File: config.mk
export PLATFORM = sky130hd
export DESIGN_NAME = cmd_mailbox
export DESIGN_NICKNAME = d
export VERILOG_FILES = /design/src/rtl/cmd_mailbox_pkg.sv /design/src/rtl/mbox_slot.sv /design/src/rtl/mbox_ctrl.sv /design/src/rtl/cmd_mailbox.sv
export SDC_FILE = /design/constraint.sdc
export NUM_CORES = 1
export LEC_CHECK = 0
export BUFFER_PORTS_ARGS = -buffer_cell sky130_fd_sc_hd__buf_4
export CAP_MARGIN = 20
export CORE_UTILIZATION = 46
export CTS_CLUSTER_DIAMETER = 30
export DETAILED_ROUTE_END_ITERATION = 8
export GPL_TIMING_DRIVEN = 0
export PLACE_DENSITY_LB_ADDON = 0.2
export SETUP_SLACK_MARGIN = 0.2
export SYNTH_ARGS = -nofsm -noshare
export SYNTH_HDL_FRONTEND = slang
export SYNTH_SLANG_ARGS = --single-unit
File: constraint.sdc
create_clock -name clk -period 2.4 [get_ports clk]
set_input_delay 0.12 -clock clk [delete_from_list [all_inputs] [get_ports clk]]
set_output_delay 0.12 -clock clk [all_outputs]
set_load 0.02 [all_outputs]
File: src/rtl/cmd_mailbox_pkg.sv
package cmd_mailbox_pkg;
    localparam int CTL_W      = 2;
    localparam int CTL_GATE_B = 1;
    localparam int STAT_W     = 8;
    localparam int ST_PEND_B  = 7;
    localparam int ST_EMPTY_B = 6;
    localparam int FL_CMD_B   = 3;
    localparam int FL_RSP_B   = 7;
    localparam int RSN_EMPTY  = 0;
    localparam int RSN_READY  = 1;
    localparam int RSN_W      = 2;

    typedef logic [CTL_W-1:0] ctl_t;
endpackage

File: src/rtl/mbox_slot.sv
module mbox_slot #(
    parameter int W = 16
) (
    input  logic         clk,
    input  logic         rst_n,
    input  logic         wr,
    input  logic [W-1:0] wdata,
    input  logic         rd,
    input  logic         clr,
    output logic [W-1:0] data,
    output logic         full
);
    typedef struct packed {
        logic [W-1:0] word;
        logic         flag;
    } slot_t;

    slot_t st_d, st_q;

    always_comb begin
        st_d = st_q;
        if (wr) st_d.word = wdata;
        if (clr)      st_d.flag = 1'b0;
        else if (wr)  st_d.flag = 1'b1;
        else if (rd)  st_d.flag = 1'b0;
    end

    always_ff @(posedge clk) begin
        if (!rst_n) st_q <= '0;
        else        st_q <= st_d;
    end

    assign data = st_q.word;
    assign full = st_q.flag;

    assert_set_on_write_R1: assert property (@(posedge clk) disable iff (!rst_n)
        (wr && !clr) |=> (full && data == $past(wdata)));
    assert_read_clears_R2: assert property (@(posedge clk) disable iff (!rst_n)
        (rd && !wr && !clr) |=> !full);
    assert_clear_wins_R6: assert property (@(posedge clk) disable iff (!rst_n)
        clr |=> !full);
    assert_word_hold_R2: assert property (@(posedge clk) disable iff (!rst_n)
        !wr |=> $stable(data));
endmodule

File: src/rtl/mbox_ctrl.sv
module mbox_ctrl
    import cmd_mailbox_pkg::*;
(
    input  logic clk,
    input  logic rst_n,
    input  logic ctl_wr,
    input  ctl_t ctl_wdata,
    output ctl_t ctl,
    output logic clr,
    output logic hold_reset
);
    ctl_t ctl_d, ctl_q;

    always_comb begin
        ctl_d = ctl_q;
        if (ctl_wr) ctl_d = ctl_wdata;
    end

    always_ff @(posedge clk) begin
        if (!rst_n) ctl_q <= '0;
        else        ctl_q <= ctl_d;
    end

    assign ctl        = ctl_q;
    assign clr        = ctl_wr && (ctl_wdata == '0);
    assign hold_reset = (ctl_q == '0);

    assert_reset_hold_R6: assert property (@(posedge clk) disable iff (!rst_n)
        (ctl_wr && ctl_wdata == '0) |=> hold_reset);
    assert_reset_release_R6: assert property (@(posedge clk) disable iff (!rst_n)
        (ctl_wr && ctl_wdata != '0) |=> !hold_reset);
endmodule

File: src/rtl/cmd_mailbox.sv
module cmd_mailbox
    import cmd_mailbox_pkg::*;
#(
    parameter int DATA_W = 16
) (
    input  logic              clk,
    input  logic              rst_n,
    input  logic              host_cmd_wr,
    input  logic [DATA_W-1:0] host_cmd_data,
    input  logic              host_rsp_rd,
    output logic [DATA_W-1:0] host_rsp_data,
    input  logic              host_ctl_wr,
    input  logic [1:0]        host_ctl_wdata,
    output logic [1:0]        host_ctl_rdata,
    output logic [1:0]        host_irq_reason,
    input  logic              cop_cmd_rd,
    output logic [DATA_W-1:0] cop_cmd_data,
    input  logic              cop_rsp_wr,
    input  logic [DATA_W-1:0] cop_rsp_data,
    output logic [7:0]        cop_status,
    output logic [7:0]        cop_flags,
    output logic              cop_irq,
    output logic              cop_reset
);
    ctl_t ctl;
    logic clr, cmd_full, rsp_full;
    logic irq_d, irq_q;

    mbox_ctrl u_ctrl (
        .clk(clk), .rst_n(rst_n), .ctl_wr(host_ctl_wr), .ctl_wdata(host_ctl_wdata),
        .ctl(ctl), .clr(clr), .hold_reset(cop_reset)
    );

    mbox_slot #(.W(DATA_W)) u_cmd (
        .clk(clk), .rst_n(rst_n), .wr(host_cmd_wr), .wdata(host_cmd_data),
        .rd(cop_cmd_rd), .clr(clr), .data(cop_cmd_data), .full(cmd_full)
    );

    mbox_slot #(.W(DATA_W)) u_rsp (
        .clk(clk), .rst_n(rst_n), .wr(cop_rsp_wr), .wdata(cop_rsp_data),
        .rd(host_rsp_rd), .clr(clr), .data(host_rsp_data), .full(rsp_full)
    );

    always_comb begin
        irq_d = host_cmd_wr && !clr;
    end

    always_ff @(posedge clk) begin
        if (!rst_n) irq_q <= 1'b0;
        else        irq_q <= irq_d;
    end
    assign cop_irq = irq_q;

    always_comb begin
        host_irq_reason            = '0;
        host_irq_reason[RSN_EMPTY] = (ctl == 2'b11) && !cmd_full;
        host_irq_reason[RSN_READY] = ctl[CTL_GATE_B] && rsp_full;
        host_ctl_rdata             = {cmd_full, rsp_full};
        cop_status                 = '0;
        cop_status[ST_PEND_B]      = cmd_full;
        cop_status[ST_EMPTY_B]     = !rsp_full;
        cop_flags                  = '0;
        cop_flags[FL_CMD_B]        = cmd_full;
        cop_flags[FL_RSP_B]        = rsp_full;
    end

    assert_irq_pulse_R1: assert property (@(posedge clk) disable iff (!rst_n)
        cop_irq |-> cop_status[ST_PEND_B]);
    assert_irq_single_R1: assert property (@(posedge clk) disable iff (!rst_n)
        cop_irq && !host_cmd_wr |=> !cop_irq);
    assert_empty_reason_R4: assert property (@(posedge clk) disable iff (!rst_n)
        host_irq_reason[RSN_EMPTY] |-> (!cop_reset && !cop_flags[FL_CMD_B]));
    assert_ready_reason_R5: assert property (@(posedge clk) disable iff (!rst_n)
        host_irq_reason[RSN_READY] |-> (host_ctl_rdata[0] && !cop_status[ST_EMPTY_B]));
    assert_overwrite_R10: assert property (@(posedge clk) disable iff (!rst_n)
        (host_cmd_wr && !clr && cop_status[ST_PEND_B]) |=> cop_flags[FL_CMD_B]);
    assert_write_beats_read_R3: assert property (@(posedge clk) disable iff (!rst_n)
        (cop_rsp_wr && host_rsp_rd && !clr) |=> host_ctl_rdata[0]);
endmodule

# After elaboration in Yosys (flattened, before gate mapping)
# Index checks and enable logic that the tools add are counted.
[op_classes]
n_addsub = 0
n_mul = 0
n_div = 0
magnitude_cmp = 0
eq_ne = 1
n_shift = 0
n_mux = 4
n_bitwise = 1
n_reduce_logical = 12
[op_table]
columns = ["cell", "count"]
rows = [
  ["$logic_and A1 B1 Y1", 4],
  ["$logic_not A2 Y1", 2],
  ["$mux W1", 4],
  ["$reduce_bool A2 Y1", 2],
  ["$logic_not A1 Y1", 3],
  ["$eq A2 B2 Y1 const B", 1],
  ["$reduce_or A2 Y1", 1],
  ["$not A1 Y1", 1],
]
[word_totals]
reg_bits = 37
latch_bits = 0
mem_bits_rw = 0
mem_bits_ro = 0
input_bits = 41
output_inout_bits = 54
wordCells = 24
memories = 0

# Logic depth before layout (Yosys ltp)
[depth]
depth_word = 4
depth_mapped = 4
depth_no_buf = 2

# Hierarchy
# Synthesis repeated with hierarchy kept, for this count alone.
[hier_totals]
cells_unflattened = 141
hier_area_um2 = 1574.0
[by_module_without_submodules]
columns = ["module", "n_inst", "cells_per_inst", "area_per_inst_um2", "seq_area_each_um2"]
rows = [
  ["mbox_slot", 2, 55, 655.6, 340.3],
  ["cmd_mailbox", 1, 23, 178.9, 20.0],
  ["mbox_ctrl", 1, 8, 83.8, 40.0],
]

# Worst setup path before layout
# Ideal clock, no wire load.
[synth_path]
path_type = "flip-flop to output port"
startpoint = "reg u_ctrl.ctl_q[1] (netlist: u_ctrl.ctl[1])"
endpoint = "out host_irq_reason[0]"
arrival_time_ps = 665
required_time_ps = 2280
path_slack_ps = 1615
stages_incl_launch_ff = 3
n_path_buf = 0
cell_sequence = "dfxtp_1 -> nand2_1 -> nor2_1"
[synth_via]
elab_chain_len = 2
[synth_lines]
columns = ["item", "line", "rtl"]
rows = [
  ["start: declaration", "mbox_ctrl.sv:12", "ctl_t ctl_d, ctl_q;"],
  ["start signal: assignment", "mbox_ctrl.sv:21", "else ctl_q <= ctl_d;"],
  ["$eq A2 B2 Y1", "cmd_mailbox.sv:56", "host_irq_reason[RSN_EMPTY] = (ctl == 2'b11) && !cmd_full;"],
  ["$logic_and A1 B1 Y1", "cmd_mailbox.sv:56", ""],
  ["end: declaration", "cmd_mailbox.sv:15", "output logic [1:0] host_irq_reason,"],
]
# No other way between the ends.

# Final worst setup path
# Same ends and word-level chain as after synthesis.

==> impl_metrics.json <==
{
  "cp-start-kind": "flop",
  "regArea_um2": 741,
  "max_freq_mhz": 855,
  "viasPerCell": 4.42,
  "reg2reg_to": "u_rsp.full",
  "fin_crit_ns": 1.17,
  "drt_iter0_markers": 43,
  "drtPass1Iterations": 4,
  "ff2ff_path_depth": 2,
  "place_ws_ns": 1.59,
  "worstHoldPathCells": 3,
  "drv_slew": 0,
  "ir_worst_vdd_uv": 364,
  "io_pins": 95,
  "cts_setup_buffers": 0,
  "rsz0062_at_grt": "no",
  "worstReg2RegStart": "u_rsp.full",
  "syn_area_um2": 1580,
  "clk_path_buf_depth": 2,
  "cts-hold-fix-buffers": 0,
  "die_h_um": 60.5,
  "dp_hpwl_mm": 2.64,
  "hold_viol": 0,
  "fp.coreArea_um2": 3150,
  "arrival_ns": 1.05,
  "period_share": 0.487,
  "overflow": 0,
  "synthCells": 141,
  "postSynthAreaPerCell_um2": 11.2,
  "path_clk_slew_ns": 0.10,
  "cts_root_buf": "clkbuf_4",
  "fin_worst_skew_ns": 0,
  "route.detailed.wl_per_inst_um": 11.7,
  "stdcell_area_um2": 2330,
  "portBuffers": 80,
  "synth_warnings": 0,
  "antenna_cells": 0,
  "antenna_found_initial": 0,
  "grt_max_degree": 11,
  "ant_nets": 0,
  "drc": 0,
  "area.growth.synth_to_final_pct": 47.7,
  "wirelength_mm": 3.30,
  "numCtsBuffers": 5,
  "fin_ws_ns": 1.23,
  "critPathMaxFanout": 4,
  "seq_area_frac_synth": 0.470,
  "start_util": 0.500,
  "cp.required_ns": 2.28,
  "rows": 20,
  "grt_usage": 0.187,
  "end_kind": "output pin",
  "total_leakage_power_nw": 1.20,
  "cts_sinks": 37,
  "hold_path_class": "in2reg",
  "yosys.cell_types.count": 16,
  "cts_tree": "built",
  "vias": 1252,
  "synth_seq_cells": 37,
  "worstSetupPathType": "reg2out",
  "h-tree-depth": 2,
  "fin_tns_setup_ns": 0,
  "grt_pass1_vias": 1182,
  "holdWs_ns": 0.0385,
  "power_density_nw_per_um2": 559,
  "hp-start": "cop_rsp_data[0]",
  "status": "completed",
  "cap_violations": 0,
  "finalSetupViolCount": 0,
  "fill_cells": 273,
  "min_to": "u_rsp.data[0]",
  "drive_above_1_share": 0.469,
  "dieWidth_um": 60.5,
  "clock_latency_ns": 0.33,
  "gp_congestion": 0.741,
  "multi_input_area_um2": 667,
  "grt_pass1_wl_mm": 4.88,
  "fin_nets": 280,
  "placed_cell_area_um2": 2270,
  "die_area_um2": 3660,
  "cts_resized": 0,
  "rrSetupSlack_ns": 1.59
}
registers in the layout (all words and copies together) (netlist names):
name	count
u_cmd.data	16
u_rsp.full	1
u_rsp.data	16
cop_irq	1
u_ctrl.ctl	2
u_cmd.full	1
power breakdown:
part | switching, mW | internal [mW]
clock | 0.183 | 0.138
combinational | 0.142 | 0.165
sequential | 0.0209 | 0.651
total | 0.346 | 0.954
per-layer routing:
| layer | share of wire | global-route usage | routed length, µm |
|---|---|---|---|
| met1 | 0.37 | 0.178 | 1230 |
| met2 | 0.52 | 0.349 | 1700 |
| met3 | 0.098 | 0.0810 | 324 |
| met4 | 0.013 | 0.0779 | 44 |
| met5 | 0 | 0 | 0 |
synth_stat cells, drive strengths merged:
cell type / number / share of area
dfxtp: 37 / 0.47
nor2b: 36 / 0.14
mux2i: 34 / 0.22
buf: 23 / 0.13
nor2: 2 / 0.0048
o221a: 2 / 0.014
and2: 1 / 0.0040
clkbuf: 1 / 0.0032
conb: 1 / 0.0024
inv: 1 / 0.0024
nand2: 1 / 0.0024
nand2b: 1 / 0.0040
o211a: 1 / 0.0064
final cells by class:
| cell class | count | area share |
|---|---|---|
| multi-input combinational | 90 | 0.287 |
| buffer | 24 | 0.0882 |
| tap | 44 | 0.0237 |
| timing repair buffer | 80 | 0.258 |
| sequential | 37 | 0.318 |
| inverter | 1 | 0.00161 |
| clock buffer | 7 | 0.0237 |
per-stage QoR:
step / utilization / instances / power, mW
detailed placement: 0.721 / 276 / 0.995
global route: 0.738 / 283 / 1.37
floorplan: - / 152 / 0.863
finish: 0.738 / 283 / 1.30
CTS: 0.738 / 283 / 1.32
global placement: 0.721 / 276 / 0.985
how the worst max path moves through the flow:
stage,slack [ns],end,start,cells past startpoint
global route,1.14,host_irq_reason[0],u_ctrl.ctl[1],3
detailed placement,1.59,host_irq_reason[0],u_ctrl.ctl[1],3
global placement,1.60,u_cmd.full,u_cmd.full,2
floorplan,1.61,host_irq_reason[0],u_ctrl.ctl[1],2
CTS,1.20,host_irq_reason[0],u_ctrl.ctl[1],3
finish,1.23,host_irq_reason[0],u_ctrl.ctl[1],3
cell usage in the layout, fill, tap and decap left out:
master | synthesis | layout
buf_2 | 2 | 2
buf_6 | 2 | 2
nand2b_1 | 1 | 1
mux2i_1 | 34 | 34
conb_1 | 1 | 12
clkbuf_2 | 1 | 1
o221a_2 | 2 | 2
nor2_1 | 2 | 2
clkbuf_1 | 0 | 1
clkbuf_4 | 0 | 5
o211a_1 | 1 | 1
inv_1 | 1 | 1
dfxtp_1 | 37 | 37
buf_4 | 17 | 97
clkbuf_8 | 0 | 1
nand2_1 | 1 | 1
nor2b_1 | 36 | 36
buf_12 | 2 | 2
and2_1 | 1 | 1
critical path: stages, from the launching register on:
cell and delay, ns:
dfxtp_1 0.39, nand2_1 0.08, nor2_1 0.10, buf_4 0.15
cells by family (layout without fill, tap and decap cells):
kind of cell,Yosys count,after routing,share of synthesized area
flip-flops,37,37,0.470
AND/OR/NAND/NOR,41,41,0.158
multiplexers,34,34,0.216
other,1,12,0.00238
AO/OA/AOI/OAI,3,3,0.0207
buffers and inverters,25,112,0.133
(Power assumes the default switching activity.)
